**src/rtl/rdfq_pkg.sv**
```systemverilog
package rdfq_pkg;

  // Kind of the cycle captured at its start
  typedef struct packed {
    logic is_mem;
    logic is_wr;
    logic locked;
    logic nc_hit;
  } cyc_kind_t;

  // Memory read, not locked, not in an excluded region
  function automatic logic kind_cacheable(input cyc_kind_t k);
    return k.is_mem && !k.is_wr && !k.locked && !k.nc_hit;
  endfunction

  // The pin only matters when the gate bit is set
  function automatic logic pin_allows(input logic gate, input logic sample);
    return !gate || sample;
  endfunction

  // Masked compare, operands zero-extended to 32 bits
  function automatic logic masked_eq(input logic [31:0] a, input logic [31:0] b,
                                     input logic [31:0] m);
    return ((a ^ b) & m) == 32'd0;
  endfunction

endpackage

```
**src/rtl/rdfq_region_file.sv**
```systemverilog
module rdfq_region_file #(
  parameter int ADDR_W = 23,
  parameter int N_REG  = 4,
  localparam int IDX_W = (N_REG > 1) ? $clog2(N_REG) : 1
) (
  input  logic              clk,
  input  logic              rst_n,
  input  logic              wr_en,
  input  logic [IDX_W-1:0]  wr_idx,
  input  logic [ADDR_W-1:0] wr_base,
  input  logic [ADDR_W-1:0] wr_mask,
  input  logic              wr_valid,
  input  logic [ADDR_W-1:0] lookup_addr,
  output logic              hit_any
);
  import rdfq_pkg::*;

  logic [N_REG-1:0] hit_vec;

  for (genvar g = 0; g < N_REG; g++) begin : g_region
    logic [ADDR_W-1:0] base_q;
    logic [ADDR_W-1:0] mask_q;
    logic              valid_q;

    always_ff @(posedge clk) begin
      if (!rst_n) begin
        base_q  <= '0;
        mask_q  <= '0;
        valid_q <= 1'b0;
      end else if (wr_en && (wr_idx == IDX_W'(g))) begin
        base_q  <= wr_base;
        mask_q  <= wr_mask;
        valid_q <= wr_valid;
      end
    end

    assign hit_vec[g] = valid_q &&
                        masked_eq(32'(lookup_addr), 32'(base_q), 32'(mask_q));
  end

  assign hit_any = |hit_vec;

endmodule

```
**src/rtl/rdfq_cycle_track.sv**
```systemverilog
module rdfq_cycle_track #(
  parameter int ADDR_W = 23,
  parameter int BE_W   = 2
) (
  input  logic                 clk,
  input  logic                 rst_n,
  input  logic                 start,
  input  logic [ADDR_W-1:0]    start_addr,
  input  rdfq_pkg::cyc_kind_t  start_kind,
  input  logic [BE_W-1:0]      start_be,
  input  logic                 ready,
  output logic                 act_v,
  output logic [ADDR_W-1:0]    act_addr,
  output rdfq_pkg::cyc_kind_t  act_kind,
  output logic [BE_W-1:0]      act_be
);
  import rdfq_pkg::*;

  logic              pend_v;
  logic [ADDR_W-1:0] pend_addr;
  cyc_kind_t         pend_kind;
  logic [BE_W-1:0]   pend_be;

  // The active slot frees up when idle or when its ready arrives
  logic take;
  assign take = !act_v || ready;

  always_ff @(posedge clk) begin
    if (!rst_n) begin
      act_v    <= 1'b0;
      act_addr <= '0;
      act_kind <= '0;
      act_be   <= '0;
    end else if (take) begin
      if (pend_v) begin
        act_v    <= 1'b1;
        act_addr <= pend_addr;
        act_kind <= pend_kind;
        act_be   <= pend_be;
      end else if (start) begin
        act_v    <= 1'b1;
        act_addr <= start_addr;
        act_kind <= start_kind;
        act_be   <= start_be;
      end else begin
        act_v    <= 1'b0;
      end
    end
  end

  // A start that cannot go straight to the active slot waits here
  always_ff @(posedge clk) begin
    if (!rst_n) begin
      pend_v    <= 1'b0;
      pend_addr <= '0;
      pend_kind <= '0;
      pend_be   <= '0;
    end else if (start && !(take && !pend_v)) begin
      pend_v    <= 1'b1;
      pend_addr <= start_addr;
      pend_kind <= start_kind;
      pend_be   <= start_be;
    end else if (take && pend_v) begin
      pend_v    <= 1'b0;
    end
  end

endmodule

```
**src/rtl/rdfq_decide.sv**
```systemverilog
module rdfq_decide #(
  parameter int ADDR_W = 23,
  parameter int DATA_W = 16,
  parameter int BE_W   = DATA_W / 8
) (
  input  logic                 clk,
  input  logic                 rst_n,
  input  logic                 ext_cen,
  input  logic                 pin_gate,
  input  logic                 act_v,
  input  logic [ADDR_W-1:0]    act_addr,
  input  rdfq_pkg::cyc_kind_t  act_kind,
  input  logic [BE_W-1:0]      act_be,
  input  logic                 ready,
  input  logic [DATA_W-1:0]    data,
  output logic                 fill_stb,
  output logic [ADDR_W-1:0]    fill_addr,
  output logic [DATA_W-1:0]    fill_data,
  output logic [BE_W-1:0]      fill_be
);
  import rdfq_pkg::*;

  // Pin value at the previous edge: on the ready clock this is the
  // sample taken one clock before ready
  logic cen_q;
  always_ff @(posedge clk) begin
    if (!rst_n) cen_q <= 1'b0;
    else        cen_q <= ext_cen;
  end

  logic pin_full;
  assign pin_full  = pin_gate && cen_q;

  assign fill_stb  = act_v && ready && kind_cacheable(act_kind) &&
                     pin_allows(pin_gate, cen_q);
  assign fill_addr = act_addr;
  assign fill_data = data;
  assign fill_be   = pin_full ? {BE_W{1'b1}} : act_be;

endmodule

```
**src/rtl/rdfill_qual.sv**
```systemverilog
module rdfill_qual #(
  parameter int ADDR_W = 23,
  parameter int DATA_W = 16,
  parameter int N_REG  = 4,
  localparam int BE_W  = DATA_W / 8,
  localparam int IDX_W = (N_REG > 1) ? $clog2(N_REG) : 1
) (
  input  logic              clk,
  input  logic              rst_n,
  input  logic              cyc_start,
  input  logic [ADDR_W-1:0] cyc_addr,
  input  logic              cyc_mem,
  input  logic              cyc_write,
  input  logic              cyc_lock,
  input  logic [BE_W-1:0]   cyc_be,
  input  logic              bus_ready,
  input  logic [DATA_W-1:0] bus_data,
  input  logic              ext_cache_en,
  input  logic              excl_we,
  input  logic [IDX_W-1:0]  excl_idx,
  input  logic [ADDR_W-1:0] excl_base,
  input  logic [ADDR_W-1:0] excl_mask,
  input  logic              excl_valid,
  input  logic              cfg_we,
  input  logic              cfg_pin_gate,
  output logic              fill_stb,
  output logic [ADDR_W-1:0] fill_addr,
  output logic [DATA_W-1:0] fill_data,
  output logic [BE_W-1:0]   fill_be
);
  import rdfq_pkg::*;

  // Gate bit for the external pin
  logic pin_gate;
  always_ff @(posedge clk) begin
    if (!rst_n)      pin_gate <= 1'b0;
    else if (cfg_we) pin_gate <= cfg_pin_gate;
  end

  // Exclusion lookup on the address of the starting cycle
  logic nc_hit;
  rdfq_region_file #(.ADDR_W(ADDR_W), .N_REG(N_REG)) u_regions (
    .clk         (clk),
    .rst_n       (rst_n),
    .wr_en       (excl_we),
    .wr_idx      (excl_idx),
    .wr_base     (excl_base),
    .wr_mask     (excl_mask),
    .wr_valid    (excl_valid),
    .lookup_addr (cyc_addr),
    .hit_any     (nc_hit)
  );

  cyc_kind_t start_kind;
  always_comb begin
    start_kind.is_mem = cyc_mem;
    start_kind.is_wr  = cyc_write;
    start_kind.locked = cyc_lock;
    start_kind.nc_hit = nc_hit;
  end

  // Captured context of the cycle in flight
  logic              act_v;
  logic [ADDR_W-1:0] act_addr;
  cyc_kind_t         act_kind;
  logic [BE_W-1:0]   act_be;

  rdfq_cycle_track #(.ADDR_W(ADDR_W), .BE_W(BE_W)) u_track (
    .clk        (clk),
    .rst_n      (rst_n),
    .start      (cyc_start),
    .start_addr (cyc_addr),
    .start_kind (start_kind),
    .start_be   (cyc_be),
    .ready      (bus_ready),
    .act_v      (act_v),
    .act_addr   (act_addr),
    .act_kind   (act_kind),
    .act_be     (act_be)
  );

  rdfq_decide #(.ADDR_W(ADDR_W), .DATA_W(DATA_W), .BE_W(BE_W)) u_decide (
    .clk       (clk),
    .rst_n     (rst_n),
    .ext_cen   (ext_cache_en),
    .pin_gate  (pin_gate),
    .act_v     (act_v),
    .act_addr  (act_addr),
    .act_kind  (act_kind),
    .act_be    (act_be),
    .ready     (bus_ready),
    .data      (bus_data),
    .fill_stb  (fill_stb),
    .fill_addr (fill_addr),
    .fill_data (fill_data),
    .fill_be   (fill_be)
  );

  // Named event wires for the checker
  logic act_mem, act_wr, act_lock, act_nc;
  assign act_mem  = act_kind.is_mem;
  assign act_wr   = act_kind.is_wr;
  assign act_lock = act_kind.locked;
  assign act_nc   = act_kind.nc_hit;

endmodule

```
**config.mk**
```make
export PLATFORM = sky130hd
export DESIGN_NAME = rdfill_qual
export DESIGN_NICKNAME = d
export VERILOG_FILES = /design/src/rtl/rdfq_pkg.sv /design/src/rtl/rdfq_region_file.sv /design/src/rtl/rdfq_cycle_track.sv /design/src/rtl/rdfq_decide.sv /design/src/rtl/rdfill_qual.sv
export SDC_FILE = /design/constraint.sdc
export NUM_CORES = 1
export LEC_CHECK = 0
export BUFFER_PORTS_ARGS = -buffer_cell sky130_fd_sc_hd__clkbuf_2
export CORE_MARGIN = 2
export CORE_UTILIZATION = 60
export CTS_BUF_LIST = sky130_fd_sc_hd__clkbuf_4 sky130_fd_sc_hd__clkbuf_8
export DETAILED_ROUTE_END_ITERATION = 8
export GPL_ROUTABILITY_DRIVEN = 0
export PLACE_DENSITY = 0.82
export SLEW_MARGIN = 20
export SYNTH_ARGS = -nofsm -noshare
export SYNTH_HDL_FRONTEND = slang
export SYNTH_HIERARCHICAL = 1
export SYNTH_SLANG_ARGS = --single-unit
```
**constraint.sdc**
```tcl
create_clock -name clk -period 2.3 [get_ports clk]
set_input_delay 0.345 -clock clk [delete_from_list [all_inputs] [get_ports clk]]
set_output_delay 0.345 -clock clk [all_outputs]
set_load 0.02 [all_outputs]
```
==> flow_metrics.tcl <==
set metrics [dict create \
    outcome "complete, no violations" \
    max_cap_violations 0 \
    first_pass_iters 5 \
    cp_top_family "simple AND/OR/NAND/NOR gates" \
    syn2layout_area_growth_pct 11.8 \
    drv_slew 0 \
    overflow 0 \
    drt_wl_total_mm 31.4 \
    pin_count 143 \
    synth_flop_cell "dfxtp_1" \
    period_minus_slack_ns 2.05 \
    core_area_um2 18500 \
    grt_start_max_net_pins 74 \
    final_cell_mix "444 x nand2_1, 249 x dfxtp_1, 189 x a21boi_0" \
    post-place-ws_ns 0.0561 \
    hp-start "cyc_mem" \
    rows 50 \
    crit_fanout 2 \
    root_buffer "clkbuf_8" \
    synth-edff-count 0 \
    worst_pin_slew_ns 0.617 \
    synth_warnings 6 \
    synthCells 1302 \
    portBuffers 110 \
    cts_buffers 42 \
    clk_path_buf_depth 3 \
    setup-tns-final_ns 0 \
    post_drt_wl_per_cell_um 19.4 \
    startpoint_type "flip-flop" \
    ys_ff_latch 250 \
    grt_antenna_before_repair 3 \
    hpwl_mm 21.0 \
    drcViolationCount 0 \
    nets 1456 \
    grt_pass1_vias 8876 \
    hold_end "u_track/pend_kind[3]" \
    cp.depth 8 \
    synth_top_area_share 0.446 \
    cts_tree "done" \
    slowest_stage "or4_1" \
    syn-cell-area_um2 11200 \
    crit_type "reg -> reg" \
    slew_headroom 0.589 \
    grt_usage 0.317 \
    leakagePower_nw 5.16 \
    initial_core_util 0.606 \
    synth.distinct_cells 33 \
    dr_total_vias 9273 \
    hold_path_class "in -> reg" \
    timing.fmax_mhz 488 \
    clk_pin_slew_ns 0.06 \
    worstSkewPairLatency_ns 0.56 \
    die_w_um 141 \
    layout_commonest_cell "nand2_1" \
    reg2reg_to "u_track/act_kind[0]" \
    critPathCaptureType "flip-flop" \
    yosysSeqAreaShare 0.446 \
    hold_viol 0 \
    arrival_ns 2.49 \
    cts_resized 0 \
    syn_nets 1403 \
    syn-mean-instance-area_um2 8.62 \
    drive_gt1_frac 0.158 \
    holdWs_ns 0.0387 \
    r2r_slack_ns 0.25 \
    critPathBufInv 0 \
    setup_viol 0 \
    drt_iter0_markers 844 \
    yosys.area.top_type "dfxtp_1" \
    period_share 0.891 \
    cts_max_level 2 \
    worstPathRequired_ns 2.74 \
    whs_path_depth 3 \
    cp_slowest_stage_delay_ns 0.55 \
    async_reset_ff_frac 0 \
    worst_slack_ns 0.250 \
    irDropWorstVdd_mv 0.455 \
    detail-route-antenna-nets 0 \
    dieArea_um2 19800 \
    grt_setup_unrepaired "no" \
    crit_path_cell_trace "xor2_1, a22oi_1, nand4_1, nor4_1, or4_1, mux2i_1, nand3_1, o211a_1" \
    r2r_start "u_regions/g_region[1].base_q[20]" \
    die_h_um 141 \
    skew_ns 0.0226 \
    pwr_density_cell_nw_per_um2 770 \
    nFillCells 1494 \
    post_cts_buffers 0 \
    cts_num_sinks 250 \
    vias_per_cell 5.72 \
    reg2reg_depth 8 \
    synth_area_leaders "dfxtp_1 45%, nand2_1 15%, a21boi_0 13%" \
    grt_pass1_wl_mm 49.0 \
]
==> worst min-delay path: stages <==
cell and delay, ns:
clkbuf_2 0.09, nand2_1 0.05, mux2i_1 0.05
==> cell families after synthesis <==
group	Yosys count	synth area share
buffers and inverters	127	0.0626
flip-flops	250	0.446
AO/OA/AOI/OAI	267	0.185
XOR/XNOR	92	0.0718
multiplexers	59	0.0526
AND/OR/NAND/NOR	507	0.182
==> worst max path at each step <==
stage                                startpoint                   to  slack [ns]
2_1_floorplan                       cyc_addr[8]  u_track/act_kind[0]        0.62
3_3_place_gp                       cyc_addr[22]  u_track/act_kind[0]        0.11
3_5_place_dp                       cyc_addr[18]  u_track/act_kind[0]        0.06
4_1_cts        u_regions/g_region[1].base_q[22]  u_track/act_kind[0]        0.30
5_1_grt        u_regions/g_region[2].base_q[11]  u_track/act_kind[0]        0.14
6_report       u_regions/g_region[1].base_q[20]  u_track/act_kind[0]        0.25
==> state kept, by name, summed over array words and instances (netlist names) <==
signal,count
u_track/pend_addr,23
pin_gate,1
u_decide/cen_q,1
u_regions/g_region.valid_q,4
u_track/pend_v,1
u_track/act_v,1
u_track/pend_kind,4
u_track/act_addr,23
u_regions/g_region.base_q,92
u_track/act_be,2
u_regions/g_region.mask_q,92
u_track/pend_be,2
u_track/act_kind,4
==> stage by stage <==
step / power, mW / cell area (um^2) / utilization / instances
finish: 9.65 / 12500 / 0.677 / 1620
global route: 10.0 / 12500 / 0.677 / 1618
CTS: 9.71 / 12500 / 0.677 / 1618
detailed placement: 5.71 / 11700 / 0.630 / 1544
floorplan: 5.36 / 11200 / - / 1302
global placement: 5.68 / 11700 / 0.630 / 1544
==> per-layer routing <==
metal  GRT usage  share of wire
met1       0.429           0.42
met2       0.499           0.45
met3      0.0771          0.091
met4       0.114          0.033
met5           0        0.00035
==> where the power goes <==
group	leakage (nW)	switching (mW)	internal, mW	total, mW
registers	2.04	0.105	4.51	4.61
logic	2.66	0.640	0.381	1.02
clock network	0.463	1.73	2.29	4.02
total	5.16	2.48	7.18	9.65
==> synth_stat cells, drive strengths merged, types with 2 or more instances <==
| master | count |
|---|---|
| a21boi | 189 |
| a21o | 2 |
| a22oi | 44 |
| and2 | 2 |
| buf | 80 |
| clkbuf | 47 |
| dfxtp | 250 |
| mux2i | 59 |
| nand2 | 444 |
| nand3 | 34 |
| nand4 | 8 |
| nor2b | 3 |
| nor4 | 4 |
| o211a | 29 |
| o21a | 2 |
| or2 | 2 |
| xor2 | 92 |
==> repair_timing <==
item                                   CTS  global route
endpoints found under the hold margin    1             0
setup endpoints to repair                0             0
hold buffers                             1             0
==> layout make-up <==
cell class | count | area, um^2 | share of cell area
repair buffers | 136 | 842 | 0.0671
multi-input cells | 925 | 5530 | 0.441
diodes | 2 | 5.00 | 0.000399
flip-flops and latches | 250 | 5010 | 0.399
clock inverters | 5 | 27.5 | 0.00219
well taps | 234 | 293 | 0.0233
clock buffers | 68 | 836 | 0.0666
(Power assumes the default switching activity.)
